==> src/rtl/ss_seq_pkg.sv <==
// Shared types for the stepped soft-start reference sequencer.
// Assumes: nothing beyond IEEE 1800-2017.
package ss_seq_pkg;

    // Sequencer phases, from idle through ramp and hand-off, plus line-absent wait.
    typedef enum logic [2:0] {
        SEQ_IDLE = 3'd0,
        SEQ_RAMP = 3'd1,
        SEQ_HOLD = 3'd2,
        SEQ_RUN  = 3'd3,
        SEQ_WAIT = 3'd4
    } seq_state_t;

endpackage

==> src/rtl/ss_step_timer.sv <==
// Stair-step generator: divides ticks into steps and turns the step index
// into a reference code equal to index * FINAL_CODE / STEPS.
// Assumes: clear_i has priority over run_i; STEP_TICKS >= 1; the index
// saturates at STEPS.
module ss_step_timer #(
    parameter int STEPS      = 16,
    parameter int STEP_TICKS = 5,
    parameter int FINAL_CODE = 800,
    parameter int CODE_W     = 10
) (
    input  logic              clk,
    input  logic              rst_n,
    input  logic              clear_i,
    input  logic              run_i,
    input  logic              tick_i,
    output logic [CODE_W-1:0] code_o,
    output logic              last_step_o
);
    localparam int IDX_W     = $clog2(STEPS + 1);
    localparam int DIV_W     = $clog2(STEP_TICKS + 1);
    localparam int STEP_SIZE = FINAL_CODE / STEPS;

    logic [IDX_W-1:0] idx_q;
    logic [DIV_W-1:0] div_q;
    logic             div_wrap;

    assign div_wrap = (div_q == DIV_W'(STEP_TICKS - 1));

    // Advance the divider on ticks and the step index on each divider wrap.
    always_ff @(posedge clk) begin
        if (!rst_n) begin
            idx_q <= '0;
            div_q <= '0;
        end else if (clear_i) begin
            idx_q <= '0;
            div_q <= '0;
        end else if (run_i && tick_i) begin
            if (div_wrap) begin
                div_q <= '0;
                if (idx_q != IDX_W'(STEPS))
                    idx_q <= idx_q + IDX_W'(1);
            end else begin
                div_q <= div_q + DIV_W'(1);
            end
        end
    end

    // Flag the tick that completes the final step.
    assign last_step_o = run_i && tick_i && div_wrap && (idx_q == IDX_W'(STEPS - 1));

    // Pick a constant-multiply or a full divide depending on step divisibility.
    generate
        if (FINAL_CODE % STEPS == 0) begin : g_even_steps
            assign code_o = CODE_W'(32'(idx_q) * 32'(STEP_SIZE));
        end else begin : g_scaled_steps
            assign code_o = CODE_W'((32'(idx_q) * 32'(FINAL_CODE)) / 32'(STEPS));
        end
    endgenerate


    step_by_one_chk: assert property (@(posedge clk) disable iff (!rst_n)
        (idx_q != $past(idx_q)) |-> (idx_q == ($past(idx_q) + IDX_W'(1)) || idx_q == '0));


    step_on_tick_chk: assert property (@(posedge clk) disable iff (!rst_n)
        (idx_q == ($past(idx_q) + IDX_W'(1))) |-> $past(tick_i));


    code_cap_chk: assert property (@(posedge clk) disable iff (!rst_n)
        code_o <= CODE_W'(FINAL_CODE));

endmodule

==> src/rtl/ss_tick_window.sv <==
// Tick window counter: counts ticks while enabled and pulses expire_o on
// the LIMIT-th tick. Disable or clear_i restarts the count from zero.
// Used both as the line-silence detector and as the hand-off timer.
// Assumes: LIMIT >= 1; a clear in the same cycle as a tick wins.
module ss_tick_window #(
    parameter int LIMIT = 24
) (
    input  logic clk,
    input  logic rst_n,
    input  logic en_i,
    input  logic clear_i,
    input  logic tick_i,
    output logic expire_o
);
    localparam int CNT_W = $clog2(LIMIT + 1);

    logic [CNT_W-1:0] cnt_q;

    // Count enabled ticks, restarting on disable or clear.
    always_ff @(posedge clk) begin
        if (!rst_n)
            cnt_q <= '0;
        else if (!en_i || clear_i)
            cnt_q <= '0;
        else if (tick_i)
            cnt_q <= cnt_q + CNT_W'(1);
    end

    // Pulse on the tick that fills the window.
    assign expire_o = en_i && !clear_i && tick_i && (cnt_q == CNT_W'(LIMIT - 1));


    window_cap_chk: assert property (@(posedge clk) disable iff (!rst_n)
        cnt_q <= CNT_W'(LIMIT));


    clear_zero_chk: assert property (@(posedge clk) disable iff (!rst_n)
        clear_i |=> (cnt_q == '0));

endmodule

==> src/rtl/softstart_ref_seq.sv <==
// Stepped soft-start reference sequencer, top level. Ramps the loop
// reference in stair steps after a start event, hands the loop from the
// internal startup controller to the external compensator after a fixed
// number of ticks, and restarts the ramp when line activity disappears.
// Assumes: start_i is a pulse; tick_i is a one-cycle enable; all inputs
// are synchronous to clk.
module softstart_ref_seq #(
    parameter int CODE_W        = 10,
    parameter int FINAL_CODE    = 800,
    parameter int STEPS         = 16,
    parameter int RAMP_TICKS    = 80,
    parameter int HANDOFF_TICKS = 480,
    parameter int ABSENT_TICKS  = 24
) (
    input  logic              clk,
    input  logic              rst_n,
    input  logic              start_i,
    input  logic              ss_reset_i,
    input  logic              tick_i,
    input  logic              line_act_i,
    output logic [CODE_W-1:0] ref_code_o,
    output logic              use_ext_o,
    output logic              ramp_done_o
);
    import ss_seq_pkg::*;

    localparam int STEP_TICKS = RAMP_TICKS / STEPS;

    seq_state_t state_q, state_d;
    logic       last_step, handoff_done, line_absent;
    logic       monitoring, step_clear;

    // Register the sequencer phase.
    always_ff @(posedge clk) begin
        if (!rst_n)
            state_q <= SEQ_IDLE;
        else
            state_q <= state_d;
    end

    // Choose the next phase; soft-start reset wins, then line loss.
    always_comb begin
        state_d = state_q;
        case (state_q)
            SEQ_IDLE: if (start_i) state_d = SEQ_RAMP;
            SEQ_RAMP: begin
                if (line_absent)    state_d = SEQ_WAIT;
                else if (last_step) state_d = SEQ_HOLD;
            end
            SEQ_HOLD: begin
                if (line_absent)       state_d = SEQ_WAIT;
                else if (handoff_done) state_d = SEQ_RUN;
            end
            SEQ_RUN:  if (line_absent) state_d = SEQ_WAIT;
            SEQ_WAIT: if (line_act_i)  state_d = SEQ_RAMP;
            default:  state_d = SEQ_IDLE;
        endcase
        if (ss_reset_i)
            state_d = SEQ_IDLE;
    end

    // Silence is watched only once the sequence is under way.
    assign monitoring = (state_q == SEQ_RAMP) || (state_q == SEQ_HOLD) || (state_q == SEQ_RUN);
    // The staircase returns to zero whenever the sequence falls back.
    assign step_clear = (state_d == SEQ_IDLE) || (state_d == SEQ_WAIT);

    ss_step_timer #(
        .STEPS      (STEPS),
        .STEP_TICKS (STEP_TICKS),
        .FINAL_CODE (FINAL_CODE),
        .CODE_W     (CODE_W)
    ) u_steps (
        .clk         (clk),
        .rst_n       (rst_n),
        .clear_i     (step_clear),
        .run_i       (state_q == SEQ_RAMP),
        .tick_i      (tick_i),
        .code_o      (ref_code_o),
        .last_step_o (last_step)
    );

    ss_tick_window #(
        .LIMIT (ABSENT_TICKS)
    ) u_silence (
        .clk      (clk),
        .rst_n    (rst_n),
        .en_i     (monitoring),
        .clear_i  (line_act_i),
        .tick_i   (tick_i),
        .expire_o (line_absent)
    );

    ss_tick_window #(
        .LIMIT (HANDOFF_TICKS)
    ) u_handoff (
        .clk      (clk),
        .rst_n    (rst_n),
        .en_i     (state_q == SEQ_HOLD),
        .clear_i  (1'b0),
        .tick_i   (tick_i),
        .expire_o (handoff_done)
    );

    // Flags follow the registered phase.
    assign ramp_done_o = (state_q == SEQ_HOLD) || (state_q == SEQ_RUN);
    assign use_ext_o   = (state_q == SEQ_RUN);


    done_final_chk: assert property (@(posedge clk) disable iff (!rst_n)
        ramp_done_o |-> (ref_code_o == CODE_W'(FINAL_CODE)));


    ext_needs_done_chk: assert property (@(posedge clk) disable iff (!rst_n)
        use_ext_o |-> ramp_done_o);


    ext_on_tick_chk: assert property (@(posedge clk) disable iff (!rst_n)
        $rose(use_ext_o) |-> $past(tick_i));


    absent_clear_chk: assert property (@(posedge clk) disable iff (!rst_n)
        line_absent |=> (ref_code_o == '0 && !ramp_done_o && !use_ext_o));


    wait_hold_chk: assert property (@(posedge clk) disable iff (!rst_n)
        (state_q == SEQ_WAIT && !line_act_i && !ss_reset_i) |=> (state_q == SEQ_WAIT));


    ssr_clear_chk: assert property (@(posedge clk) disable iff (!rst_n)
        ss_reset_i |=> (ref_code_o == '0 && !ramp_done_o && !use_ext_o));

endmodule

==> config.mk <==
export PLATFORM = sky130hd
export DESIGN_NAME = softstart_ref_seq
export DESIGN_NICKNAME = d
export VERILOG_FILES = /design/src/rtl/ss_seq_pkg.sv /design/src/rtl/ss_step_timer.sv /design/src/rtl/ss_tick_window.sv /design/src/rtl/softstart_ref_seq.sv
export SDC_FILE = /design/constraint.sdc
export NUM_CORES = 1
export LEC_CHECK = 0
export BUFFER_PORTS_ARGS = -buffer_cell sky130_fd_sc_hd__buf_2
export CORE_MARGIN = 1
export CORE_UTILIZATION = 55
export CTS_CLUSTER_DIAMETER = 30
export CTS_CLUSTER_SIZE = 25
export DETAILED_ROUTE_END_ITERATION = 7
export MAX_ROUTING_LAYER = met4
export PLACE_DENSITY = 0.76
export SLEW_MARGIN = 30
export SYNTH_ARGS = -nofsm -noshare
export SYNTH_HDL_FRONTEND = slang
export SYNTH_SLANG_ARGS = --single-unit
export TNS_END_PERCENT = 100
==> constraint.sdc <==
create_clock -name clk -period 4.1 [get_ports clk]
set_input_delay 0.205 -clock clk [delete_from_list [all_inputs] [get_ports clk]]
set_output_delay 0.205 -clock clk [all_outputs]
set_load 0.05 [all_outputs]
After elaboration in Yosys (flattened, before gate mapping)
Cells that the tools add are included.
- memories: 0
- bits in writable memories: 0
- memory bits (read-only): 0
- bits in latches: 0
- register bits after elaboration: 25
- word-level logic and storage cells: 52
- output and inout bits: 12
- reductions and logical operators: 21
- muxes and demuxes: 10
- $add $sub $neg: 4
- divide/modulo/power cells: 0
- shift-type cells: 0
- $mul: 1
- magnitude comparators: 0
- bitwise logic cells: 1
- equality and inequality tests: 10
- operators by type and width (operator ; number):
    2-to-1 mux 3 bit ; 9
    one-hot mux 3 bit (5 select lines) ; 1
    adder 5 x 1 -> 5 bit (second input constant) ; 2
    adder 9 x 1 -> 9 bit (second input constant) ; 1
    equality test 3 bit (second input constant) ; 3
    equality test 9 bit (second input constant) ; 1
    multiplier 5 x 5 -> 9 bit (second input constant) ; 1
    logical AND 1 bit ; 8
    equality test 3 x 2 -> 1 bit (second input constant) ; 2
    logical NOT 3 bit ; 2
    equality test 5 x 4 -> 1 bit (second input constant) ; 1
    equality test 5 bit (second input constant) ; 1
    logical OR 1 bit ; 5
    inequality test 5 bit (second input constant) ; 1
    OR reduction 2 bit ; 2
    adder 3 x 1 -> 3 bit (second input constant) ; 1
    equality test 3 x 1 -> 1 bit (second input constant) ; 1
    AND reduction 3 bit ; 1
    logical NOT 1 bit ; 2
    AND reduction 2 bit ; 1
    NOT 1 bit ; 1

Logic depth before layout (Yosys ltp)
Gate-level depths: netlist of the first run.
- depth in word-level cells: 12
- depth in mapped cells: 8

By module
Synthesis of the first run repeated with hierarchy kept, for this count alone.
- cells, all modules: 188
- area, all modules: 1680.4 um^2
- modules (own cells, without submodules) (module ; area each (um^2) ; cells each ; sequential area each (um^2) ; times used):
    ss_step_timer ; 762.0 ; 88 ; 160.2 ; 1
    ss_tick_window at u_handoff ; 439.2 ; 47 ; 180.2 ; 1
    ss_tick_window at u_silence ; 270.3 ; 25 ; 100.1 ; 1
    softstart_ref_seq ; 209.0 ; 28 ; 60.1 ; 1

Worst setup path before layout of the first run
Ideal clock, no wire load.
- kind: register to output
- from: reg u_steps.idx_q[3]
- to: out ref_code_o[9]
- path buffers: 0
- data arrival time: 2.516 ns
- stages on the path, launching flop included: 9
- setup slack: 1.379 ns
- cell sequence: dfxtp_1 inv_1 ha_1 inv_1 ha_1 ha_1 ha_1 a31oi_1 xnor2_1
- word-level cells in the longest chain between the ends: 1
- ends and longest elaborated chain (item ; RTL line ; text):
    start: declaration ; ss_step_timer.sv:23 ; logic [IDX_W-1:0] idx_q;
    start signal: assignment ; ss_step_timer.sv:41 ; idx_q <= idx_q + IDX_W'(1);
    multiplier 5 x 5 -> 9 bit ; ss_step_timer.sv:54 ; assign code_o = CODE_W'(32'(idx_q) * 32'(STEP_SIZE));
    end: declaration ; softstart_ref_seq.sv:21 ; output logic [CODE_W-1:0] ref_code_o,
No other way between the ends.

Worst setup path in the final report of the first run
- from: reg u_steps.idx_q[0]
- to: out ref_code_o[9]
The elaborated chain is that of the path after synthesis.

==> results.txt, run 1 <==
routability cong. = 0.836
DRT iter0 DRCs = 29
Seq pwr share = 65.8%
DRC violations left = 0
cell count after placement = 208
met2 WL = 1190 um
average routed wire per standard cell = 12.1 um
pwr/cell area = 221 nW/um^2
worst-margin pin slew = 0.683 ns
Top-Level Pins = 18
hold path start = line_act_i
Switch Pwr = 0.0830 mW
cell-internal power = 0.288 mW
critical path fanouts, max = 6
DR vias/cell = 5.38
Final min period = 2.95 ns
Slowest Stage Delay on Critical Path = 0.45 ns
vias in the first global route = 1,121
Max transition margin = 53.9%
Detailed Place HPWL = 2060 um
buffers added on ports = 16
worst path cell trace = inv_1 > ha_1 > ha_1 > ha_1 > fa_1 > a31oi_1 > xnor2_1 > buf_2
WL final = 2560 um
share of layout cells above drive strength 1 = 17.1%
Synth area leaders = dfxtp_1 32%, ha_1 17%, xnor2_1 6.1%, nor2_1 5.9%, xor2_1 5.0%
RSZ-0062 raised after global routing = no
clock-pin slew on the worst setup and hold paths = 0.13 ns
Yosys warnings = 0
Met1 Wirelength = 1270 um
Final #Nets = 210
mux cell area share after synthesis = 2.61%
CTS tree = yes
sequential area share after synthesis = 31.6%
Crit path top cell by count = ha_1
final hold slack = 0.0752 ns
area share of fa/ha/maj cells after synthesis = 17.9%
Fin. Hold Viols = 0
top cell type's share of synthesized area = 31.6%
Area growth syn-to-layout = 6.25%
Worst setup startpoint = u_steps.idx_q[0]
largest area contributor in the netlist = dfxtp_1
Crit path required time = 3.89 ns
via count = 1,141
Die H = 55.6 um
clock root buffer = clkbuf_4
Setup Viol. Count Final = 0
Worst EP arrival = 2.74 ns
CTS H-Tree Depth = 1
Crit Path Class = reg2out
Post-Synth Simple-Gate Area = 22.4%
Worst-Skew Late Latency = 0.32 ns
largest net degree at the start of global routing = 15
DR pass1 iterations = 4
Pleak = 0.699 nW
Resize count post-CTS = 0
maximum VDD drop = 0.235 mV
setup TNS = 0 ns
first-pass GRT wire length = 4640 um
Initial Util = 57.8%
hold endpoint = state_q[2]
met3 wirelength from detailed routing = 92 um
element type at the critical path end = primary output
crit start category = flop
Synth Area in Compound Gates = 8.86%
worst reg2reg endpoint = u_steps.idx_q[4]
GRT Util Overall = 18.9%
commonest cells after routing, fill and taps aside = 25 x nor2_1, 25 x dfxtp_1, 21 x ha_1
Die Area = 3090 sq um
Slew Viols, Final = 0
worst hold path class = in2reg
top sig layer = met4
Tcrit/Tclk final = 71.9%
row count = 19
clock skew = 0.0109 ns
Post-CTS Hold Buffers = 0
Yosys reg bits = 25
Avg Cell Area, Syn = 9.47 sq um
gr ovfl total = 0
Reg2Reg Setup Slack = 1.88 ns
number of buffers inserted by post-CTS setup repair = 0
number of cells produced by synthesis = 167
post-route antenna net violation count = 0
initial antenna violation count = 0
Post-Syn Nets = 195
Max Fclk = 339 MHz
Reg2Reg Depth = 8
sw frac = 22.4%
CTS max path bufs = 2
status = completed
Synth Area in XOR/XNOR = 11.1%
CTS Buf Count = 3
max_cap viols = 0
Logic pwr share = 4.8%
clock share of power = 29.4%
post-synth cell types = 38
hold path cells = 2
clk sinks = 25
Worst path slowest cell = dfxtp_1
n_diodes = 0
synthesized area = 1580 sq um
Core ar. = 2730 sq um
worst r2r src = u_steps.idx_q[0]
largest family of logic cells by synthesized area = simple AND/OR/NAND/NOR gates
die width = 55.6 um
Post-Layout Cell Count = 212
==> synthesized netlist by cell type, drive strengths merged <==
library cell and instances:
nand4bb 1, nand3 6, xor2 9, and2 2, fa 1, a221oi 1
a21oi 5, nor3b 3, a21o 1, nor2 25, mux2 1, ha 21
buf 6, nor3 2, o21ai 2, dfxtp 25, nand2 11, mux2i 3
a211oi 1, o41ai 1, conb 1, nand4 5, nand3b 3, a311oi 1
nor4b 2, or4 1, nand2b 1, xnor2 11, and3 2, a31oi 2
inv 10, or2 1
==> state kept, by name, summed over array words and instances, names as in the netlist <==
signal and cells:
u_handoff.cnt_q 9, state_q 3, u_steps.idx_q 5, u_silence.cnt_q 5, u_steps.div_q 3
==> critical path, delay by kind of cell (launching register included) <==
family	cells	cell delay, ns
flip-flops	1	0.45
adder cells (fa/ha/maj)	4	1.27
buffers and inverters	2	0.34
XOR/XNOR	1	0.13
AO/OA/AOI/OAI	1	0.23
==> per-layer routing <==
layer  track usage (%)  vias to the layer above
li1                  -                      596
met1              23.5                      526
met2              31.2                       17
met3              4.42                        2
met4              5.00                        0
met5                 -                        -
==> final cells by class <==
type,instances,area (sq um)
inverter,10,37.5
fill,243,1050
multi-input combinational,126,997
clock buffer,4,26.3
timing repair buffer,16,80.1
sequential,25,500
tap,31,38.8
==> stage by stage <==
stage | setup WS, ns | total power, mW | util (%) | cell area, sq um
5_1_grt | 0.995 | 0.386 | 61.5 | 1680
6_report | 1.15 | 0.371 | 61.5 | 1680
3_3_place_gp | 1.57 | 0.267 | 60.5 | 1650
4_1_cts | 1.10 | 0.376 | 61.5 | 1680
3_5_place_dp | 1.47 | 0.267 | 60.5 | 1650
2_1_floorplan | 1.38 | 0.263 | - | 1580
==> cells by family (layout without fill, tap and decap cells) <==
family / count (synthesis) / count (layout)
other cells: 1 / 1
fa+ha+maj: 22 / 22
xor+xnor: 20 / 20
mux: 4 / 4
simple gates: 65 / 65
compound gates: 14 / 14
flops: 25 / 25
buf+inv: 16 / 30
==> how the worst max path moves through the flow <==
stage               endpoint  depth (start not counted)
6_report       ref_code_o[9]                          8
5_1_grt        ref_code_o[9]                          8
4_1_cts        ref_code_o[9]                          8
3_5_place_dp   ref_code_o[9]                          8
3_3_place_gp   ref_code_o[9]                          8
2_1_floorplan  ref_code_o[9]                          8
==> power by group through the flow <==
stage / Combinational (mW) / Sequential (mW) / Clock (mW)
final: 0.0179 / 0.244 / 0.109
after global routing: 0.0193 / 0.244 / 0.123
after CTS: 0.0178 / 0.244 / 0.114
after detailed placement: 0.0178 / 0.249 / 0
after global placement: 0.0174 / 0.249 / 0
after floorplan: 0.0134 / 0.249 / 0
Note: power is estimated with default switching activity, not from simulation.
==> run 2, diff against run 1 <==
- CORE_UTILIZATION: 55 -> 52
- PLACE_DENSITY: 0.76 -> 0.75
- clock period: 4.1 -> 2.5 ns (I/O delays scaled with it)
==> run 2 against run 1 <==
The run now ends with design-rule violations left; sequential power is 64% higher; clock-buffer cell count stayed put; design area is 13% higher; combinational power is 83% higher; register-to-register slack worse by 1.5 ns; die area is 5.6% higher; non-clock buffer count is 9 higher; power is 66% higher; wire length is 26% higher; critical endpoint unchanged; largest cell class unchanged.
==> results.txt, run 2 (synthesized netlist as in run 1, its figures left out) <==
clk sinks = 25 (unchanged)
Setup Viol. Count Final = 0 (unchanged)
gr ovfl total = 0 (unchanged)
post-route antenna net violation count = 0 (unchanged)
maximum VDD drop = 0.413 mV (was 0.235 mV)
vias in the first global route = 1,228 (was 1,121)
worst hold path class = in2reg (unchanged)
largest net degree at the start of global routing = 15 (unchanged)
status = finished with violations (was completed)
via count = 1,216 (was 1,141)
CTS max path bufs = 2 (unchanged)
Pwr Total = 0.615 mW (was 0.371 mW)
Die H = 57.2 um (was 55.6 um)
Final min period = 2.45 ns
Die Area = 3270 sq um (was 3090 sq um)
commonest non-fill, non-tap cell in the layout = nor2_1
average routed wire per standard cell = 14.6 um (was 12.1 um)
Largest register FFs = 9 (unchanged)
Fin. Hold Viols = 0 (unchanged)
worst-margin pin slew = 0.592 ns (was 0.683 ns)
critical path fanouts, max = 2 (was 6)
DRT iter0 DRCs = 52 (was 29)
Reg2Reg Depth = 9 (was 8)
share of layout cells above drive strength 1 = 30.5% (was 17.1%)
n_diodes = 0 (unchanged)
pwr/cell area = 324 nW/um^2 (was 221 nW/um^2)
CTS H-Tree Depth = 1 (unchanged)
Crit path required time = 2.38 ns (was 3.89 ns)
Max Fclk = 409 MHz
CTS Buf Count = 3 (unchanged)
Core ar. = 2830 sq um (was 2730 sq um)
PnR worst setup slack = 0.0533 ns (was 1.15 ns)
Top Registers = u_handoff.cnt_q (9), u_silence.cnt_q (5), u_steps.idx_q (5) (unchanged)
clock-pin slew on the worst setup and hold paths = 0.14 ns (was 0.13 ns)
clock skew = 0.00733 ns (was 0.0109 ns)
Worst EP arrival = 2.32 ns (was 2.74 ns)
max_cap viols = 0 (unchanged)
row count = 19 (unchanged)
Final #Nets = 219 (was 210)
violated checks = design-rule violations
Area growth syn-to-layout = 20.1% (was 6.25%)
initial antenna violation count = 0 (unchanged)
Worst-Skew Late Latency = 0.32 ns (about the same)
DR pass1 iterations = 6 (was 4)
clock root buffer = clkbuf_4 (unchanged)
crit start category = flop (unchanged)
Detailed Place HPWL = 2390 um (was 2060 um)
Top-Level Pins = 18 (unchanged)
Initial Util = 55.9% (was 57.8%)
final hold slack = 0.163 ns (was 0.0752 ns)
Tcrit/Tclk final = 97.9%
GRT Util Overall = 21.7% (was 18.9%)
DP Worst Slack = -0.0298 ns (was 1.47 ns)
Slew Viols, Final = 0 (unchanged)
first-pass GRT wire length = 5380 um (was 4640 um)
hold path cells = 3 (was 2)
Largest Register = u_handoff.cnt_q (unchanged)
die width = 57.2 um (was 55.6 um)
Crit Path Class = reg2out (unchanged)
DR vias/cell = 5.50 (was 5.38)
DRC violations left = 2 (was 0)
buffers added on ports = 16 (unchanged)
routability cong. = 0.804 (was 0.836)
Max transition margin = 60.0% (was 53.9%)
WL final = 3220 um (was 2560 um)
CTS tree = yes (unchanged)
Pleak = 0.747 nW (was 0.699 nW)
element type at the critical path end = primary output (unchanged)
commonest cells after routing, fill and taps aside = 25 x nor2_1, 21 x dfxtp_1, 13 x ha_1, 13 x buf_2, 11 x nand2_1 (was 25 x nor2_1, 25 x dfxtp_1, 21 x ha_1)
run 2: final timing paths:
| path | end | slack, ns | startpoint |
|---|---|---|---|
| setup / recovery | ref_code_o[9] | 0.05 | u_steps.idx_q[0] |
| setup reg to reg | u_steps.idx_q[4] | 0.39 | u_steps.idx_q[0] |
| hold / removal | u_silence.cnt_q[4] | 0.16 | rst_n |
| hold reg to reg | u_steps.div_q[2] | 0.53 | u_steps.div_q[2] |
run 2: where the power goes:
group / leakage (nW) / switching (mW) / internal (mW)
sequential: 0.204 / 0.000869 / 0.398
clock: 0.0150 / 0.121 / 0.0625
combinational: 0.529 / 0.0201 / 0.0126
total: 0.747 / 0.142 / 0.473
run 2: timing repair:
item                                   in CTS  in global routing
setup buffers                               1                  1
hold buffers                                1                  0
resized for setup                          15                  7
endpoints found under the hold margin       1                  0
pin swaps                                   2                  6
setup endpoints to repair                   3                  3
cloned                                      0                  0
run 2: area by class of cell:
type,instances,area (sq um)
Multi-Input combinational cell,126,1130
Fill cell,224,930
Sequential cell,25,508
Timing Repair Buffer,25,161
Tap cell,31,38.8
Inverter,10,37.5
Clock buffer,4,26.3
run 2: critical path: stages, from the launching register on:
cell     delay, ns
dfxtp_2       0.35
inv_1         0.06
ha_4          0.28
ha_4          0.19
ha_2          0.20
fa_2          0.40
a31oi_4       0.21
xnor2_2       0.13
buf_6         0.17
run 2: through the flow:
stage	setup TNS [ns]	util (%)	std cells	instance area [sq um]
2_1_floorplan	0	-	167	1600
3_3_place_gp	0	60.9	214	1720
6_report	0	67.1	221	1900
4_1_cts	0	65.0	220	1840
3_5_place_dp	-0.0298	60.9	214	1720
5_1_grt	-0.00453	67.1	221	1900
run 2: routing by layer:
| metal | vias to the layer above | track usage (%) | routed length [um] |
|---|---|---|---|
| met5 | - | - | 0 |
| met4 | 0 | 5.57 | 36 |
| met3 | 6 | 4.31 | 86 |
| met2 | 25 | 36.6 | 1580 |
| met1 | 571 | 26.5 | 1520 |
| li1 | 614 | - | - |
